**config.mk**
```make
export PLATFORM = sky130hd
export DESIGN_NAME = bat_test_sched
export DESIGN_NICKNAME = d
export VERILOG_FILES = /design/src/rtl/bts_pkg.sv /design/src/rtl/bts_interval.sv /design/src/rtl/bts_detach_watch.sv /design/src/rtl/bts_seq.sv /design/src/rtl/bat_test_sched.sv
export SDC_FILE = /design/constraint.sdc
export NUM_CORES = 1
export LEC_CHECK = 0
export ABC_AREA = 1
export CORE_UTILIZATION = 52
export CTS_CLUSTER_SIZE = 8
export DETAILED_ROUTE_END_ITERATION = 7
export GPL_TIMING_DRIVEN = 1
export PLACE_DENSITY = 0.73
export SYNTH_ARGS = -nofsm -noshare
export SYNTH_HDL_FRONTEND = slang
export SYNTH_SLANG_ARGS = --single-unit
```
**constraint.sdc**
```tcl
create_clock -name clk -period 1.5 [get_ports clk]
set_input_delay 0.225 -clock clk [delete_from_list [all_inputs] [get_ports clk]]
set_output_delay 0.225 -clock clk [all_outputs]
set_load 0.05 [all_outputs]
```
**src/rtl/bts_pkg.sv**
```systemverilog
package bts_pkg;
  typedef enum logic [1:0] {
    ST_IDLE,
    ST_WAIT,
    ST_TEST
  } bts_state_e;

  function automatic int max3(input int a, input int b, input int c);
    int m;
    m = (a > b) ? a : b;
    return (m > c) ? m : c;
  endfunction
endpackage

```
**src/rtl/bts_interval.sv**
```systemverilog
module bts_interval #(
  parameter int CW = 17
) (
  input  logic          clk,
  input  logic          rst,
  input  logic          clr,
  input  logic          tick,
  input  logic [CW-1:0] limit,
  output logic          last
);
  logic [CW-1:0] cnt;

  always_ff @(posedge clk) begin
    if (rst || clr) cnt <= '0;
    else if (tick)  cnt <= cnt + 1'b1;
  end

  // limit is always at least 1, so limit-1 does not wrap
  assign last = (cnt == limit - 1'b1);
endmodule

```
**src/rtl/bts_detach_watch.sv**
```systemverilog
module bts_detach_watch #(
  parameter int DETACH_TICKS = 7
) (
  input  logic clk,
  input  logic rst,
  input  logic active,
  input  logic warn,
  input  logic tick,
  input  logic batt_present,
  input  logic take,
  output logic armed
);
  localparam int DW = $clog2(DETACH_TICKS + 1);
  localparam logic [DW-1:0] DMIN = DW'(DETACH_TICKS);

  logic [DW-1:0] gone_cnt;
  logic          prs_q;
  logic          valid_return;

  assign valid_return = warn && batt_present && !prs_q && (gone_cnt >= DMIN);

  always_ff @(posedge clk) begin
    if (rst) begin
      gone_cnt <= '0;
      prs_q    <= 1'b1;
      armed    <= 1'b0;
    end else if (!active) begin
      gone_cnt <= '0;
      prs_q    <= batt_present;
      armed    <= 1'b0;
    end else begin
      prs_q <= batt_present;
      if (batt_present)
        gone_cnt <= '0;
      else if (warn && tick && gone_cnt != DMIN)
        gone_cnt <= gone_cnt + 1'b1;
      armed <= (armed && !take) || valid_return;
    end
  end
endmodule

```
**src/rtl/bts_seq.sv**
```systemverilog
module bts_seq
  import bts_pkg::*;
#(
  parameter int NORM_TICKS  = 86400,
  parameter int WARN_TICKS  = 5,
  parameter int PULSE_TICKS = 1
) (
  input  logic clk,
  input  logic rst,
  input  logic active,
  input  logic tick,
  input  logic batt_low,
  input  logic armed,
  output logic take,
  output logic load_en,
  output logic warn_n
);
  localparam int CW = $clog2(max3(NORM_TICKS, WARN_TICKS, PULSE_TICKS) + 1);

  bts_state_e    state;
  logic          fail_seen;
  logic          repl_test;
  logic [CW-1:0] limit;
  logic          iv_last;
  logic          iv_clr;
  logic          start;
  logic          finish;

  always_comb begin
    if (state == ST_TEST)  limit = CW'(PULSE_TICKS);
    else if (!warn_n)      limit = CW'(WARN_TICKS);
    else                   limit = CW'(NORM_TICKS);
  end

  assign start  = active && tick &&
                  ((state == ST_IDLE) || (state == ST_WAIT && (armed || iv_last)));
  assign finish = active && tick && (state == ST_TEST) && iv_last;
  assign iv_clr = !active || start || finish || (state == ST_IDLE);
  assign take   = start && armed;

  bts_interval #(.CW(CW)) u_iv (
    .clk   (clk),
    .rst   (rst),
    .clr   (iv_clr),
    .tick  (tick),
    .limit (limit),
    .last  (iv_last)
  );

  always_ff @(posedge clk) begin
    if (rst) begin
      state     <= ST_IDLE;
      load_en   <= 1'b0;
      warn_n    <= 1'b1;
      fail_seen <= 1'b0;
      repl_test <= 1'b0;
    end else if (!active) begin
      state     <= ST_IDLE;
      load_en   <= 1'b0;
      fail_seen <= 1'b0;
      repl_test <= 1'b0;
    end else if (start) begin
      state     <= ST_TEST;
      load_en   <= 1'b1;
      fail_seen <= 1'b0;
      repl_test <= armed;
    end else if (state == ST_TEST) begin
      if (batt_low) fail_seen <= 1'b1;
      if (finish) begin
        state     <= ST_WAIT;
        load_en   <= 1'b0;
        repl_test <= 1'b0;
        if (fail_seen || batt_low) warn_n <= 1'b0;
        else if (repl_test)        warn_n <= 1'b1;
      end
    end
  end
endmodule

```
**src/rtl/bat_test_sched.sv**
```systemverilog
module bat_test_sched #(
  parameter int NORM_TICKS   = 86400,
  parameter int WARN_TICKS   = 5,
  parameter int PULSE_TICKS  = 1,
  parameter int DETACH_TICKS = 7
) (
  input  logic clk,
  input  logic rst,
  input  logic supply_ok,
  input  logic recov_done,
  input  logic batt_low,
  input  logic batt_present,
  input  logic tick,
  output logic load_en,
  output logic warn_n
);
  logic active;
  logic armed;
  logic take;

  assign active = supply_ok && recov_done;

  bts_detach_watch #(.DETACH_TICKS(DETACH_TICKS)) u_det (
    .clk          (clk),
    .rst          (rst),
    .active       (active),
    .warn         (!warn_n),
    .tick         (tick),
    .batt_present (batt_present),
    .take         (take),
    .armed        (armed)
  );

  bts_seq #(
    .NORM_TICKS  (NORM_TICKS),
    .WARN_TICKS  (WARN_TICKS),
    .PULSE_TICKS (PULSE_TICKS)
  ) u_seq (
    .clk      (clk),
    .rst      (rst),
    .active   (active),
    .tick     (tick),
    .batt_low (batt_low),
    .armed    (armed),
    .take     (take),
    .load_en  (load_en),
    .warn_n   (warn_n)
  );
endmodule

```
# --- Yosys cells after proc, flatten, opt, wreduce, memory -nomap -nowiden ---
# Index checks and enable logic that the tools add are counted.
totals:
  regBits: 28
  in_bits: 7
  output_inout_bits: 2
  elab_cells: 67
op_classes:
  add_sub_neg: 3
  order_cmp: 1
  eq_ne: 4
  n_mux: 11
  n_bitwise: 2
  reduce_logical: 36
ops:
  columns: ["op", "count"]
  rows:
  - ["$mux W17", 2]
  - ["$add A17 B1 Y17 const B", 1]
  - ["$eq A17 B17 Y1", 1]
  - ["$sub A17 B1 Y17 const B", 1]
  - ["$logic_and A1 B1 Y1", 13]
  - ["$logic_or A1 B1 Y1", 8]
  - ["$mux W1", 6]
  - ["$mux W2", 3]
  - ["$reduce_and A2 Y1", 3]
  - ["$reduce_bool A2 Y1", 3]
  - ["$reduce_or A3 Y1", 2]
  - ["$reduce_and A5 Y1", 1]
  - ["$logic_not A1 Y1", 4]
  - ["$add A3 B1 Y3 const B", 1]
  - ["$ge A3 B3 Y1 const B", 1]
  - ["$ne A3 B3 Y1 const B", 1]
  - ["$eq A2 B1 Y1 const B", 1]
  - ["$eq A2 B2 Y1 const B", 1]
  - ["$logic_not A2 Y1", 1]
  - ["$not A1 Y1", 2]
  - ["$reduce_or A2 Y1", 1]

# --- Depth between registers and ports, before layout ---
depth:
  depth_word: 12
  depth_mapped: 12
  mapped_depth_nobuf: 11

# --- Modules after synthesis ---
# From an unflattened synthesis, not the netlist that was laid out.
hier_totals:
  cells_unflattened: 332
  hier_area_um2: 2013.2
by_module_without_submodules:
  columns: ["mod", "n_inst", "cells_each", "area_per_inst_um2", "seq_area_each_um2"]
  rows:
  - ["bts_interval", 1, 252, 1462.7, 340.3]
  - ["bts_seq", 1, 44, 285.3, 100.1]
  - ["bts_detach_watch", 1, 33, 254.0, 100.1]
  - ["bat_test_sched", 1, 3, 11.3, 0.0]

# --- Least setup slack after synthesis ---
# Ideal clock, no wire load.
synth_path:
  kind: "register to register"
  startpoint: "reg u_seq.state[1]"
  endpoint: "reg u_seq.u_iv.cnt[9]"
  setup_time_ps: 121
  t_arrival_ps: 1655
  required_time_ps: 1379
  setup_slack_ps: -276
  stages_incl_launch_ff: 11
  n_path_buf: 1
  period_less_slack_ps: 1776
  cell_sequence: "dfxtp_1 > nand2_2 > nand3_1 > nand2_1 > nor2_2 > nand3_1 > nand2_1 > nand2_2 > nand3_4 > buf_12 > nor2_4"
synth_via:
  elab_chain_cells: 12
  elab_cells_between_ends: 16
  cone_classes: "add/sub (1); eq/ne (3); mux (1); reduce/logical (11)"
synth_lines:
  columns: ["item", "line", "source"]
  rows:
  - ["from (decl)", "bts_seq.sv:20", "bts_state_e state;"]
  - ["from (signal assigned)", "bts_seq.sv:52", "state <= ST_IDLE;"]
  - ["from (signal assigned)", "bts_seq.sv:58", "state <= ST_IDLE;"]
  - ["from (signal assigned)", "bts_seq.sv:63", "state <= ST_TEST;"]
  - ["$eq A2 B2 Y1", "bts_seq.sv:30, bts_seq.sv:37", null]
  - ["$mux W17", "bts_seq.sv:30", "if (state == ST_TEST) limit = CW'(PULSE_TICKS);"]
  - ["$sub A17 B1 Y17", "bts_interval.sv:19", "assign last = (cnt == limit - 1'b1);"]
  - ["$eq A17 B17 Y1", "bts_interval.sv:19", null]
  - ["$logic_or A1 B1 Y1", "bts_seq.sv:36", "((state == ST_IDLE) || (state == ST_WAIT && (armed || iv_last)));"]
  - ["$logic_and A1 B1 Y1", "bts_seq.sv:36", null]
  - ["$logic_or A1 B1 Y1", "bts_seq.sv:36", null]
  - ["$logic_and A1 B1 Y1", "bts_seq.sv:35", "assign start = active && tick &&"]
  - ["$logic_or A1 B1 Y1 (2 in series)", "bts_seq.sv:38", "assign iv_clr = !active || start || finish || (state == ST_IDLE);"]
  - ["$logic_or A1 B1 Y1 (*)", "bts_seq.sv:38", null]
  - ["$logic_or A1 B1 Y1 (*)", "bts_interval.sv:14", "if (rst || clr) cnt <= '0;"]
  - ["to (signal assigned)", "bts_interval.sv:15", "else if (tick) cnt <= cnt + 1'b1;"]
  - ["to (decl)", "bts_interval.sv:11", "logic [CW-1:0] cnt;"]
# Every way passes the cells marked *; elsewhere a longest branch is shown, timed or not.
# A chain may end at the register's enable or synchronous reset.

# --- Final worst setup path ---
layout_path:
  startpoint: "reg u_seq.u_iv.cnt[7]"
  endpoint: "reg u_seq.state[1]"
layout_via:
  elab_chain_cells: 7
  elab_cells_between_ends: 10
  cone_classes: "eq/ne (1); mux (1); reduce/logical (8)"
layout_lines:
  columns: ["item", "line"]
  rows:
  - ["$eq A17 B17 Y1 (*)", "bts_interval.sv:19"]
  - ["$logic_or A1 B1 Y1", "bts_seq.sv:36"]
  - ["$logic_and A1 B1 Y1", "bts_seq.sv:36"]
  - ["$logic_or A1 B1 Y1", "bts_seq.sv:36"]
  - ["$logic_and A1 B1 Y1", "bts_seq.sv:35"]
  - ["$reduce_bool A2 Y1 (no line)", null]
  - ["$reduce_and A2 Y1 (no line)", null]
# Marks and branches as above.

==> flow_summary.ini <==
[placed_design]
dp_hpwl_mm = 2.308
pre_cts_slack_ns = -0.4457
place.gp.congestion = 0.8845
place_area_sq_um = 1744
portBuffers = 8
dp_cells = 261

[drt]
dr.pass1.iters = 4
drc = 0
vias = 1417
post_drt_wl_per_cell_um = 12.74
drt-initial-drc-count = 55
vias_per_cell = 5.172
ant_nets = 0
routed_wl_mm = 3.492

[die]
die_y_um = 54.70
rows = 18
initial_utilization_pct = 56.74
dieArea_sq_um = 2992
die_w_um = 54.70
ioPinCount = 9
core_sq_um = 2545

[cells_and_area]
layout_commonest_cell = nand2_1
fin_cells = 274
final_cell_mix = nand2_1, nor2_1, buf_4
antennaDiodeCount = 0
final_nets = 255
final_area_sq_um = 1953
post-route-util_pct = 76.75
nFillCells = 186
drive_gt1_share_pct = 30.74
syn2layout_area_growth_pct = 35.27

[logic_synthesis]
synth_seq_cells = 27
synth_compound_area_share_pct = 4.506
synth_cells = 201
muxShareOfSynthArea_pct = 0.6932
synth_area_per_cell_sq_um = 7.184
synth_cell_types = 24
synth_xor_xnor_area_share_pct = 9.099
yosys.area_share.adder_pct = 2.600
syn-cell-area_sq_um = 1444
synth_simple_gate_area_share_pct = 36.74
synth_warnings = 0
async_flop_share_pct = 0
synth_fp_nets = 211
synth_top_family_by_area = simple AND/OR/NAND/NOR gates
synth_ff_type = dfxtp_1
synth_edf_count = 0
ys_seq_area_share_pct = 37.44

[critical_path]
cp_slowest_cell = dfxtp_2
crit_path_max_fanout = 4
crit_top_cell = buf_4
r2r_start = u_seq.u_iv.cnt[7]
rrSetupSlack_ns = -0.13
critical_path_class = flop to flop
cp_data_arrival_time_ns = 1.87
worstPathRequired_ns = 1.74
worst_setup_path_end_kind = flop
crit_buf_inv = 3
reg2reg_to = u_seq.state[1]
path_cells = or2_0, nor2_1, nand2_1, nor2_2, nand4_1, nand2_2, buf_6, buf_4, buf_4, a21oi_1
cp_top_family = simple AND/OR/NAND/NOR gates
ff2ff_path_depth = 10
crit_path_start_kind = flop
crit_path_max_incr_delay_ns = 0.36

[clock_network]
clk_pin_slew_ns = 0.14
cts_tree = yes
clock_latency_ns = 0.33
root_buffer = clkbuf_4
clock_sinks = 27
cts_buffer_depth = 2
cts_made_buffers = 3
cts_max_level = 1

[sta]
setup_slack_ns = -0.1298
max_freq_mhz = 613.6
period_share_pct = 108.7
fin_skew_ns = 0.006683
fin_hold_ws_ns = 0.3747
slew_violations = 0
post-route-min-period_ns = 1.630
maxSlewHeadroom_pct = 62.85
setup_viol = 23
rsz0062_at_grt = true
hold_viol_final = 0
tightest_slew_ns = 0.5552
tns_ns = -1.785

[global_routing]
grt_max_degree = 15
grt_pass1_vias = 1238
gr-total-overflow = 0
globalRouteTotalUtil_pct = 24.08
antenna_found_initial = 0
grt_pass1_wl_mm = 5.099

[outcome]
violations = setup timing
status = complete, but fails checks

[power]
peakVddDrop_v = 0.0008165
p_total_mw = 1.092
power_density_nw_per_um2 = 559.1
cellLeakagePower_nw = 0.7364

[worst_hold_path]
min_path_type = primary input to flop
whs_endpoint = u_seq.u_iv.cnt[2]
hold_start = tick
hold_depth = 5

[run]
maxCapViolCount = 0
-- cells by family (layout without fill, tap and decap cells) --
family	count (synthesis)	in the layout
AOI/OAI and AO/OA	13	13
xor gates and xnor gates	15	15
adders and majority gates	3	3
buffers and inverters	29	70
DFF	27	27
muxes	1	1
and+or+nand+nor	113	115
-- power by group --
part / leakage, nW / total [mW] / switching, mW / internal (mW)
registers: 0.221 / 0.713 / 0.000808 / 0.712
clock network: 0.0150 / 0.315 / 0.211 / 0.104
logic: 0.500 / 0.0644 / 0.0315 / 0.0329
total: 0.736 / 1.09 / 0.243 / 0.849
-- Yosys cell counts, types with 2 or more instances --
library cell,number,area share (%)
nand2_1,40,10
nor2_1,32,8.3
dfxtp_1,27,37
inv_1,25,6.5
nand3_1,11,3.8
a21oi_1,9,3.1
nor2_2,9,3.9
xor2_1,9,5.5
nor3_1,6,2.1
xnor2_1,6,3.6
nand2_2,4,1.7
nand4_1,4,1.7
o21ai_0,4,1.4
ha_1,3,2.6
inv_2,2,0.52
nor2_4,2,1.6
-- layer usage --
metal | global-route usage [%] | share of wire [%]
met1 | 27.98 | 45
met2 | 43.57 | 49
met3 | 5.833 | 3.9
met4 | 5.556 | 2.1
met5 | 0 | 0
-- worst reg2reg max path: stages (launching register included) --
cell and delay, ns:
dfxtp_2 0.36, or2_0 0.23, nor2_1 0.11, nand2_1 0.07, nor2_2 0.13, nand4_1 0.16
nand2_2 0.15, buf_6 0.10, buf_4 0.08, buf_4 0.09, a21oi_1 0.05
-- state kept, by name, indices dropped and copies added, names as in the netlist --
signal / cells
u_seq.u_iv.cnt: 17
u_det.gone_cnt: 3
u_seq.state: 2
u_det.armed: 1
u_det.prs_q: 1
u_seq.fail_seen: 1
u_seq.repl_test: 1
u_seq.warn_n: 1
-- how the worst max path moves through the flow --
stage,cells after the start,start,slack (ns),end
floorplan,8,u_seq.u_iv.cnt[0],0.03,u_seq.u_iv.cnt[14]
global route,10,u_seq.u_iv.cnt[7],-0.19,u_seq.state[1]
CTS,11,u_seq.u_iv.cnt[0],-0.04,u_seq.u_iv.cnt[7]
detailed placement,6,tick,-0.45,u_seq.u_iv.cnt[11]
finish,10,u_seq.u_iv.cnt[7],-0.13,u_seq.state[1]
global placement,6,tick,-0.41,u_seq.u_iv.cnt[11]
-- final cells by class --
cell class / instances / area [sq um] / area share [%]
multi-input cells: 147 / 879.6 / 45.04
flip-flops and latches: 27 / 558.0 / 28.57
repair buffers: 39 / 350.3 / 17.94
inverters: 27 / 101.3 / 5.189
well taps: 30 / 37.54 / 1.922
clock buffers: 4 / 26.28 / 1.345
-- repair_timing --
item | 4_1_cts | 5_1_grt
gates resized for setup | 12 | 18
setup buffers | 3 | 4
hold buffers | 0 | 0
setup endpoints to repair | 23 | 26
endpoints found under the hold margin | 0 | 0
pin swaps | 8 | 12
cloned | 1 | 1
(Power assumes the default switching activity.)
